==> config.mk <==
export PLATFORM = sky130hd
export DESIGN_NAME = faultAgg
export DESIGN_NICKNAME = d
export VERILOG_FILES = /design/src/rtl/faultAggPkg.sv /design/src/rtl/blankFilter.sv /design/src/rtl/faultCtrl.sv /design/src/rtl/faultData.sv /design/src/rtl/faultAgg.sv
export SDC_FILE = /design/constraint.sdc
export NUM_CORES = 1
export LEC_CHECK = 0
export ABC_AREA = 1
export ABC_CLOCK_PERIOD_IN_PS = 3800
export BUFFER_PORTS_ARGS = -buffer_cell sky130_fd_sc_hd__clkbuf_2
export CAP_MARGIN = 30
export CELL_PAD_IN_SITES_DETAIL_PLACEMENT = 2
export CELL_PAD_IN_SITES_GLOBAL_PLACEMENT = 2
export CORE_ASPECT_RATIO = 1.5
export CORE_MARGIN = 2
export CORE_UTILIZATION = 25
export CTS_CLUSTER_DIAMETER = 150
export DETAILED_ROUTE_END_ITERATION = 6
export GPL_TIMING_DRIVEN = 1
export MAX_ROUTING_LAYER = met4
export PLACE_DENSITY = 0.75
export SLEW_MARGIN = 20
export SYNTH_ARGS = -nofsm -noshare
export SYNTH_HDL_FRONTEND = slang
export SYNTH_SLANG_ARGS = --single-unit
==> constraint.sdc <==
create_clock -name clk -period 3.8 [get_ports clk]
set_clock_uncertainty 0.15 [all_clocks]
set_input_delay 0.19 -clock clk [delete_from_list [all_inputs] [get_ports clk]]
set_output_delay 0.19 -clock clk [all_outputs]
set_load 0.01 [all_outputs]
==> src/rtl/faultAggPkg.sv <==
package faultAggPkg;

  // strobes from control to datapath, one clock wide unless noted
  typedef struct packed {
    logic uvCond;      // filtered undervoltage condition (level)
    logic mvCond;      // filtered missing-voltage condition (level)
    logic clrGlobal;   // read of the global error register
    logic clrInternal; // read of the internal error register
    logic clrDrive;    // qualified output disable: hold drive register at zero
    logic loadDrive;   // accepted drive write
  } aggStrobeT;

  localparam int REG_W = 8;

endpackage

==> src/rtl/blankFilter.sv <==
module blankFilter #(
  parameter int BLANK_CYC = 250000
) (
  input  logic clk,
  input  logic rstN,
  input  logic rawIn,
  output logic condOut
);
  localparam int CW = $clog2(BLANK_CYC + 1);
  localparam logic [CW-1:0] LIMIT = CW'(BLANK_CYC);

  logic [CW-1:0] runCnt;

  // counts consecutive high samples, saturating at the blanking limit
  always_ff @(posedge clk or negedge rstN) begin
    if (!rstN) begin
      runCnt <= '0;
    end else if (!rawIn) begin
      runCnt <= '0;
    end else if (runCnt != LIMIT) begin
      runCnt <= runCnt + 1'b1;
    end
  end

  // condition counts only while the input is still high past the window
  assign condOut = rawIn && (runCnt == LIMIT);

endmodule

==> src/rtl/faultCtrl.sv <==
module faultCtrl
  import faultAggPkg::*;
#(
  parameter int BLANK_CYC = 250000,
  parameter int ODIS_MIN  = 625
) (
  input  logic      clk,
  input  logic      rstN,
  input  logic      uvRaw,
  input  logic      mvRaw,
  input  logic      odisN,
  input  logic      drvWrEn,
  input  logic      rdGlobal,
  input  logic      rdInternal,
  output aggStrobeT stb
);
  localparam int NCMP = 2;
  localparam int OW   = $clog2(ODIS_MIN + 1);
  localparam logic [OW-1:0] ODIS_LIM  = OW'(ODIS_MIN);
  localparam logic [OW-1:0] ODIS_LAST = OW'(ODIS_MIN - 1);

  logic [NCMP-1:0] cmpRaw;
  logic [NCMP-1:0] cmpCond;

  assign cmpRaw = {mvRaw, uvRaw};

  for (genvar g = 0; g < NCMP; g++) begin : gBlank
    blankFilter #(.BLANK_CYC(BLANK_CYC)) uFilt (
      .clk    (clk),
      .rstN   (rstN),
      .rawIn  (cmpRaw[g]),
      .condOut(cmpCond[g])
    );
  end

  // output-disable width qualification on a synchronized copy
  logic odisMeta;
  logic odisSync;
  logic [OW-1:0] lowCnt;
  logic odisQual;

  always_ff @(posedge clk or negedge rstN) begin
    if (!rstN) begin
      odisMeta <= 1'b1;
      odisSync <= 1'b1;
    end else begin
      odisMeta <= odisN;
      odisSync <= odisMeta;
    end
  end

  always_ff @(posedge clk or negedge rstN) begin
    if (!rstN) begin
      lowCnt <= '0;
    end else if (odisSync) begin
      lowCnt <= '0;
    end else if (lowCnt != ODIS_LIM) begin
      lowCnt <= lowCnt + 1'b1;
    end
  end

  // true from the clock that completes the minimum width onward
  assign odisQual = !odisSync && (lowCnt >= ODIS_LAST);

  always_comb begin
    stb.uvCond      = cmpCond[0];
    stb.mvCond      = cmpCond[1];
    stb.clrGlobal   = rdGlobal;
    stb.clrInternal = rdInternal;
    stb.clrDrive    = odisQual;
    stb.loadDrive   = drvWrEn && !odisQual;
  end

endmodule

==> src/rtl/faultData.sv <==
module faultData
  import faultAggPkg::*;
#(
  parameter int NCH = 8
) (
  input  logic             clk,
  input  logic             rstN,
  input  aggStrobeT        stb,
  input  logic             txFault,
  input  logic [NCH-1:0]   chanFault,
  input  logic [NCH-1:0]   chanOtRaw,
  input  logic [NCH-1:0]   thermOff,
  input  logic             odisN,
  input  logic [NCH-1:0]   drvWrData,
  output logic [NCH-1:0]   drvOut,
  output logic [NCH-1:0]   otReport,
  output logic [REG_W-1:0] globalReg,
  output logic [REG_W-1:0] internalReg,
  output logic             errPullLow
);
  logic uvFlag;
  logic mvFlag;
  logic teFlag;
  logic [NCH-1:0] drvReg;
  logic allOff;

  // sticky flags, preset to the error state
  always_ff @(posedge clk or negedge rstN) begin
    if (!rstN) begin
      uvFlag <= 1'b1;
      mvFlag <= 1'b1;
      teFlag <= 1'b1;
    end else begin
      uvFlag <= stb.uvCond | (uvFlag & ~stb.clrGlobal);
      mvFlag <= stb.mvCond | (mvFlag & ~stb.clrGlobal);
      teFlag <= txFault    | (teFlag & ~stb.clrInternal);
    end
  end

  always_ff @(posedge clk or negedge rstN) begin
    if (!rstN) begin
      drvReg <= '0;
    end else if (stb.clrDrive) begin
      drvReg <= '0;
    end else if (stb.loadDrive) begin
      drvReg <= drvWrData;
    end
  end

  // output disable acts without a clock edge
  assign drvOut   = drvReg & ~thermOff & {NCH{odisN}};
  assign allOff   = ~|drvOut;
  assign otReport = chanOtRaw & drvReg;

  always_comb begin
    globalReg      = '0;
    globalReg[0]   = uvFlag;
    globalReg[1]   = mvFlag;
    globalReg[2]   = allOff;
    internalReg    = '0;
    internalReg[0] = teFlag;
  end

  assign errPullLow = uvFlag | mvFlag | teFlag | (|chanFault) | (|otReport);

endmodule

==> src/rtl/faultAgg.sv <==
module faultAgg
  import faultAggPkg::*;
#(
  parameter int NCH       = 8,
  parameter int BLANK_CYC = 250000,
  parameter int ODIS_MIN  = 625
) (
  input  logic           clk,
  input  logic           rstN,
  input  logic           uvRaw,
  input  logic           mvRaw,
  input  logic           txFault,
  input  logic [NCH-1:0] chanFault,
  input  logic [NCH-1:0] chanOtRaw,
  input  logic [NCH-1:0] thermOff,
  input  logic           odisN,
  input  logic           drvWrEn,
  input  logic [NCH-1:0] drvWrData,
  input  logic           rdGlobal,
  input  logic           rdInternal,
  output logic [NCH-1:0] drvOut,
  output logic [NCH-1:0] otReport,
  output logic [7:0]     globalReg,
  output logic [7:0]     internalReg,
  output logic           errPullLow
);
  aggStrobeT stb;

  faultCtrl #(.BLANK_CYC(BLANK_CYC), .ODIS_MIN(ODIS_MIN)) uCtrl (
    .clk       (clk),
    .rstN      (rstN),
    .uvRaw     (uvRaw),
    .mvRaw     (mvRaw),
    .odisN     (odisN),
    .drvWrEn   (drvWrEn),
    .rdGlobal  (rdGlobal),
    .rdInternal(rdInternal),
    .stb       (stb)
  );

  faultData #(.NCH(NCH)) uData (
    .clk        (clk),
    .rstN       (rstN),
    .stb        (stb),
    .txFault    (txFault),
    .chanFault  (chanFault),
    .chanOtRaw  (chanOtRaw),
    .thermOff   (thermOff),
    .odisN      (odisN),
    .drvWrData  (drvWrData),
    .drvOut     (drvOut),
    .otReport   (otReport),
    .globalReg  (globalReg),
    .internalReg(internalReg),
    .errPullLow (errPullLow)
  );

endmodule

# --- Yosys cells after proc, flatten, opt, wreduce, memory -nomap -nowiden ---
# Index checks and enable logic that the tools add are counted.
classes:
  magnitude_cmp: 1
  addsub: 3
  n_eq_ne: 7
  bitwise: 16
  muxes: 8
  reduce_logical: 12
ops:
  columns: ["operator", "count"]
  rows:
  - ["$mux 18", 4]
  - ["$add 18x1->18 const B", 2]
  - ["$eq 18x18->1 const B", 2]
  - ["$ne 18x18->1 const B", 2]
  - ["$and 8x8->8", 3]
  - ["$reduce_or 8->1", 3]
  - ["$mux 10", 2]
  - ["$mux 8", 2]
  - ["$add 10x1->10 const B", 1]
  - ["$ge 10x10->1 const B", 1]
  - ["$ne 10x10->1 const B", 1]
  - ["$not 8->8", 1]
  - ["$or 1x1->1", 7]
  - ["$logic_and 1x1->1", 4]
  - ["$ne 2x1->1 const B", 2]
  - ["$reduce_bool 2->1", 2]
  - ["$and 1x1->1", 3]
  - ["$logic_not 1->1", 3]
  - ["$not 1->1", 2]
word_totals:
  ff_bits: 59
  output_inout_bits: 33
  inputBits: 41
  elab_cells: 56

# --- Depth between registers and ports, before layout ---
depth:
  ltp_word: 6
  depth_mapped: 9
  depth_no_buf: 9

# --- Modules after synthesis ---
# From an unflattened synthesis, not the netlist that was laid out.
unflattened:
  hier_cells: 537
  area_unflattened_um2: 3788.6
by_module_without_submodules:
  columns: ["module", "area_per_inst_um2", "cells_per_inst", "seq_area_each_um2", "instances"]
  rows:
  - ["blankFilter", 1126.1, 163, 450.4, 2]
  - ["faultData", 844.6, 124, 279.0, 1]
  - ["faultCtrl", 691.9, 87, 302.8, 1]

# --- Least setup slack after synthesis ---
# No wires, ideal clock.
synth_path:
  path_type: "reg-to-reg"
  start: "register uCtrl.gBlank[0].uFilt.runCnt[1]"
  end: "register uCtrl.gBlank[0].uFilt.runCnt[16]"
  path_stages_with_launch: 9
  setup_time_ps: 121
  n_path_buf: 0
  arrival_time_ps: 1088
  required_ps: 3529
  synth_period_minus_slack_ps: 1359
  slack_ps: 2441
  path_cell_list: "dfrtp_1 ha_1 inv_1 nor2_1 nand2_1 nor2_2 nand3_1 nand2_1 nor2_1"
synth_via:
  elab_chain_cells: 3
  word_cells_on_any_way: 5
  cone_classes: "1 x add/sub; 2 x eq/ne; 2 x mux"
synth_lines:
  columns: ["element", "line", "source"]
  rows:
  - ["start: declaration", "blankFilter.sv:12", "logic [CW-1:0] runCnt;"]
  - ["start signal: assignment", "blankFilter.sv:21", "runCnt <= runCnt + 1'b1;"]
  - ["$add 18x1->18", "blankFilter.sv:21", null]
  - ["$mux 18", "blankFilter.sv:20", "end else if (runCnt != LIMIT) begin"]
  - ["$mux 18", "blankFilter.sv:18", "end else if (!rawIn) begin"]
# Several ways; a longest one is shown, not always the timed one. The select of a mux whose other input is x is not followed.
# A chain may end at the register's enable or synchronous reset.

# --- Final worst setup path ---
layout_path:
  start: "register uCtrl.lowCnt[7]"
  end: "register uData.drvReg[6]"
layout_via:
  elab_chain_cells: 5
  word_cells_on_any_way: 6
  cone_classes: "1 x order compare; 1 x mux; 4 x reduce/logical"
layout_lines:
  columns: ["element", "line", "source"]
  rows:
  - ["start: declaration", "faultCtrl.sv:39", "logic [OW-1:0] lowCnt;"]
  - ["start signal: assignment", "faultCtrl.sv:58", "lowCnt <= lowCnt + 1'b1;"]
  - ["$ge 10x10->1 (*)", "faultCtrl.sv:63", "assign odisQual = !odisSync && (lowCnt >= ODIS_LAST);"]
  - ["$logic_and 1x1->1 (*)", "faultCtrl.sv:63", null]
  - ["$logic_not 1->1", "faultCtrl.sv:71", "stb.loadDrive = drvWrEn && !odisQual;"]
  - ["$logic_and 1x1->1", "faultCtrl.sv:71", null]
  - ["$reduce_bool 2->1 (no source line)", null, null]
  - ["end signal: assignment", "faultData.sv:46", "drvReg <= drvWrData;"]
  - ["end: declaration", "faultData.sv:24", "logic [NCH-1:0] drvReg;"]
# Mark *: on every way between the ends. The rest lies on a longest branch, timed or not.

==> out/qor.txt <==
Setup-failing EPs final: 0
DR vias/cell: 4.62
Crit-path cells: nor2_1 > nor2_1 > o21ai_1 > nand2_1 > o21ai_0
Setup WS post-layout: 1780 ps
P&R area growth vs syn: 24.1%
Setup TNS: 0 ps
Vias in the first global route: 4036
Met1 GRT Util: 18.2%
CP required: 3890 ps
Fmax: 495 MHz
Sequential fraction of the synthesis area: 41.0%
Cell area after synthesis: 0.00361 mm2
Largest net degree at the start of global routing: 60
P_int: 1.21 mW
Worst setup path class: flip-flop to flip-flop
Routed wire per std cell: 15.2 um
Crit path max-delay cell type: o21ai_1
Post-place instance area: 0.00407 mm2
Worst min path class: primary input to flip-flop
PwrDens: 365 mW/mm2
Grt ovf: 0
Reg clk slew, reported paths: 60 ps
TritonCTS sink count: 59
Crit path DAT: 2110 ps
Share of layout cells above drive strength 1: 17.5%
Hold slack: 4.43 ps
Routed WL: 11.8 mm
Synth Instances: 508
CTS Buf Count: 9
Met3 Use GR: 3.00%
Root Buffer: clkbuf_16
Post-synth EDFFs: 0
Htree depth: 3
Hold EP: uData.drvReg[6]
Worst skew pair latency: 340 ps
Outcome: finished, final reports clean
Logic pwr share: 9.1%
Critical Path End Type: flip-flop
Antenna cell count: 0
Detail Route Antenna Nets: 0
Clock network power share: 50.2%
Net Sw Frac: 25.9%
CTS tree: built
Iter 0 DRT Violations: 145
Lkg Pwr: 2.26 nW
Yosys reg bits: 59
Initial Util: 25.7%
Worst Reg-to-Reg Cells: 5
Die area: 0.0155 mm2
Unrepaired setup endpoints after global routing: no
Tmin final: 2020 ps
CTS Buffer Depth: 2
P_sw: 0.423 mW
Rows: 53
DP HPWL: 9.23 mm
Mapped Avg Cell Area: 7.12 um2
Hold_sp: drvWrData[6]
Most used DFF post-synth: dfrtp_1
Hold Path Stages: 3
Delay-heaviest family, CP: compound AO/OA/AOI/OAI gates
Tcrit/Tclk final: 53.2%
CP max stage delay: 620 ps
Initial antenna violation count: 0
Largest fanout on the critical path: 12
Pre-CTS worst setup slack: 1790 ps
First-pass DRT Iterations: 4
R2R Path Start: uCtrl.lowCnt[7]
Slew @ Worst Pin: 800 ps
Critical Path Start Type: flip-flop
R2R Setup Slk: 1780 ps
Crit-path most repeated cell: nor2_1
Async S/R FF share, synth: 100%
Die H: 151 um
Post-cts sizing count: 0
Gr usage total: 17.2%
Unique masters post-synth: 39
Net count, final: 632
Max-slew violations: 0
R2R Path End: uData.drvReg[6]
First-pass GRT wire length: 20.0 mm
Number of max-cap violations: 0
Via Count: 3607
Most Used Layer, Global Route: met2
DRC Markers: 0
Slew headroom: 46.7%
I/O Buffers: 61
Core Region: 0.0141 mm2
Peak VDD IR: 223 uV
Placer Congestion: 0.802
Met2 usage in global routing: 31.7%
Hold Vio Cnt, Final: 0
Sequential share of power: 40.7%
I/O pin cnt: 74
YS warnings: 0
Fin area: 0.00449 mm2
Die Span X: 102 um
Post CTS Setup Buffer Count: 0
CP Buf/Inv Count: 0
==> cell usage in the layout, fill, tap and decap left out, types with 2 or more instances in the layout <==
master / netlist / final
nand2_1: 105 / 105
inv_1: 84 / 84
nor2_1: 74 / 74
clkbuf_2: 0 / 61
dfrtp_1: 54 / 54
nand3_1: 49 / 49
o21ai_0: 22 / 22
a21oi_1: 19 / 19
nand4_1: 14 / 14
conb_1: 1 / 12
dlygate4sd3_1: 0 / 12
nor3_1: 10 / 10
clkbuf_16: 0 / 9
nor2_2: 7 / 7
ha_1: 7 / 7
xor2_1: 5 / 5
dfstp_2: 5 / 5
nand2_2: 3 / 3
o21ai_1: 3 / 3
clkinv_2: 1 / 3
o21bai_1: 2 / 2
nor4_1: 2 / 2
a31oi_1: 2 / 2
inv_2: 2 / 2
nor2_4: 2 / 2
and2_1: 2 / 2
==> worst max-delay path by stage <==
| stage | start | endpoint | slack, ps | cells past startpoint |
|---|---|---|---|---|
| after global placement | uCtrl.lowCnt[7] | uData.drvReg[5] | 1980 | 5 |
| after floorplan | uCtrl.gBlank[0].uFilt.runCnt[1] | uCtrl.gBlank[0].uFilt.runCnt[16] | 2440 | 8 |
| after detailed placement | uCtrl.lowCnt[7] | uData.drvReg[6] | 1790 | 5 |
| after CTS | uCtrl.lowCnt[7] | uData.drvReg[6] | 1780 | 5 |
| after global routing | uCtrl.lowCnt[7] | uData.drvReg[6] | 1580 | 5 |
| final | uCtrl.lowCnt[7] | uData.drvReg[6] | 1780 | 5 |
==> per-layer routing <==
layer / wire length, um / part of all wire, %
met5: 0 / 0
met3: 294 / 2.5
met2: 6820 / 58
met4: 221 / 1.9
met1: 4510 / 38
==> state kept, by name, indices dropped and copies added (netlist names) <==
name	flops
uCtrl.odisMeta	1
uData.teFlag	1
uCtrl.odisSync	1
uCtrl.lowCnt	10
uData.mvFlag	1
uData.drvReg	8
uData.uvFlag	1
uCtrl.gBlank.uFilt.runCnt	36
==> repair_timing <==
action                     4_1_cts  5_1_grt
hold buffers                    12        0
setup endpoints to repair        0        0
hold endpoints to repair        65        0
==> power by group through the flow <==
stage | Sequential, mW | Combinational, mW | Clock [mW]
after floorplan | 0.670 | 0.0825 | 0
after global routing | 0.669 | 0.172 | 0.868
after CTS | 0.666 | 0.153 | 0.842
after global placement | 0.676 | 0.135 | 0
final | 0.666 | 0.149 | 0.820
after detailed placement | 0.677 | 0.142 | 0
==> synthesized netlist by cell type (3+ instances only) <==
cell type	count	area share, %
nand2_1	105	11
inv_1	84	8.7
nor2_1	74	7.7
dfrtp_1	54	37
nand3_1	49	6.8
o21ai_0	22	3.0
a21oi_1	19	2.6
buf_4	16	3.3
nand4_1	14	2.4
nor3_1	10	1.4
ha_1	7	2.4
nor2_2	7	1.2
dfstp_2	5	3.6
xor2_1	5	1.2
clkbuf_1	3	0.31
nand2_2	3	0.52
o21ai_1	3	0.42
==> worst register-to-register path, delay by kind of cell, from the launching register on <==
family             cells  cell delay (ps)
AOI/OAI and AO/OA      2              880
and+or+nand+nor        3              500
DFF                    1              400
==> stage by stage <==
stage | utilization [%] | total power [mW] | std cells
detailed placement | 29.0 | 0.819 | 753
global route | 31.9 | 1.71 | 781
finish | 31.9 | 1.64 | 781
CTS | 31.9 | 1.66 | 781
floorplan | - | 0.753 | 519
global placement | 29.0 | 0.810 | 753
==> kinds of logic (layout without fill, tap and decap cells) <==
kind of cell    after synthesis  count (layout)  synth area share [%]
simple gates                277             277                  34.8
buf+inv                     108             178                  12.9
flops                        59              59                  41.0
compound gates               50              50                  7.23
fa+ha+maj                     7               7                  2.42
xor+xnor                      6               6                  1.45
other cells                   1              12                 0.104
==> area by class of cell <==
class | count | area (um2)
Sequential cell | 59 | 1480
Inverter | 88 | 332
Clock inverter | 6 | 65.1
Tap cell | 192 | 240
Timing Repair Buffer | 74 | 433
Fill cell | 1726 | 9570
Clock buffer | 10 | 229
Multi-Input combinational cell | 352 | 1710
Note: power is estimated with default switching activity, not from simulation.
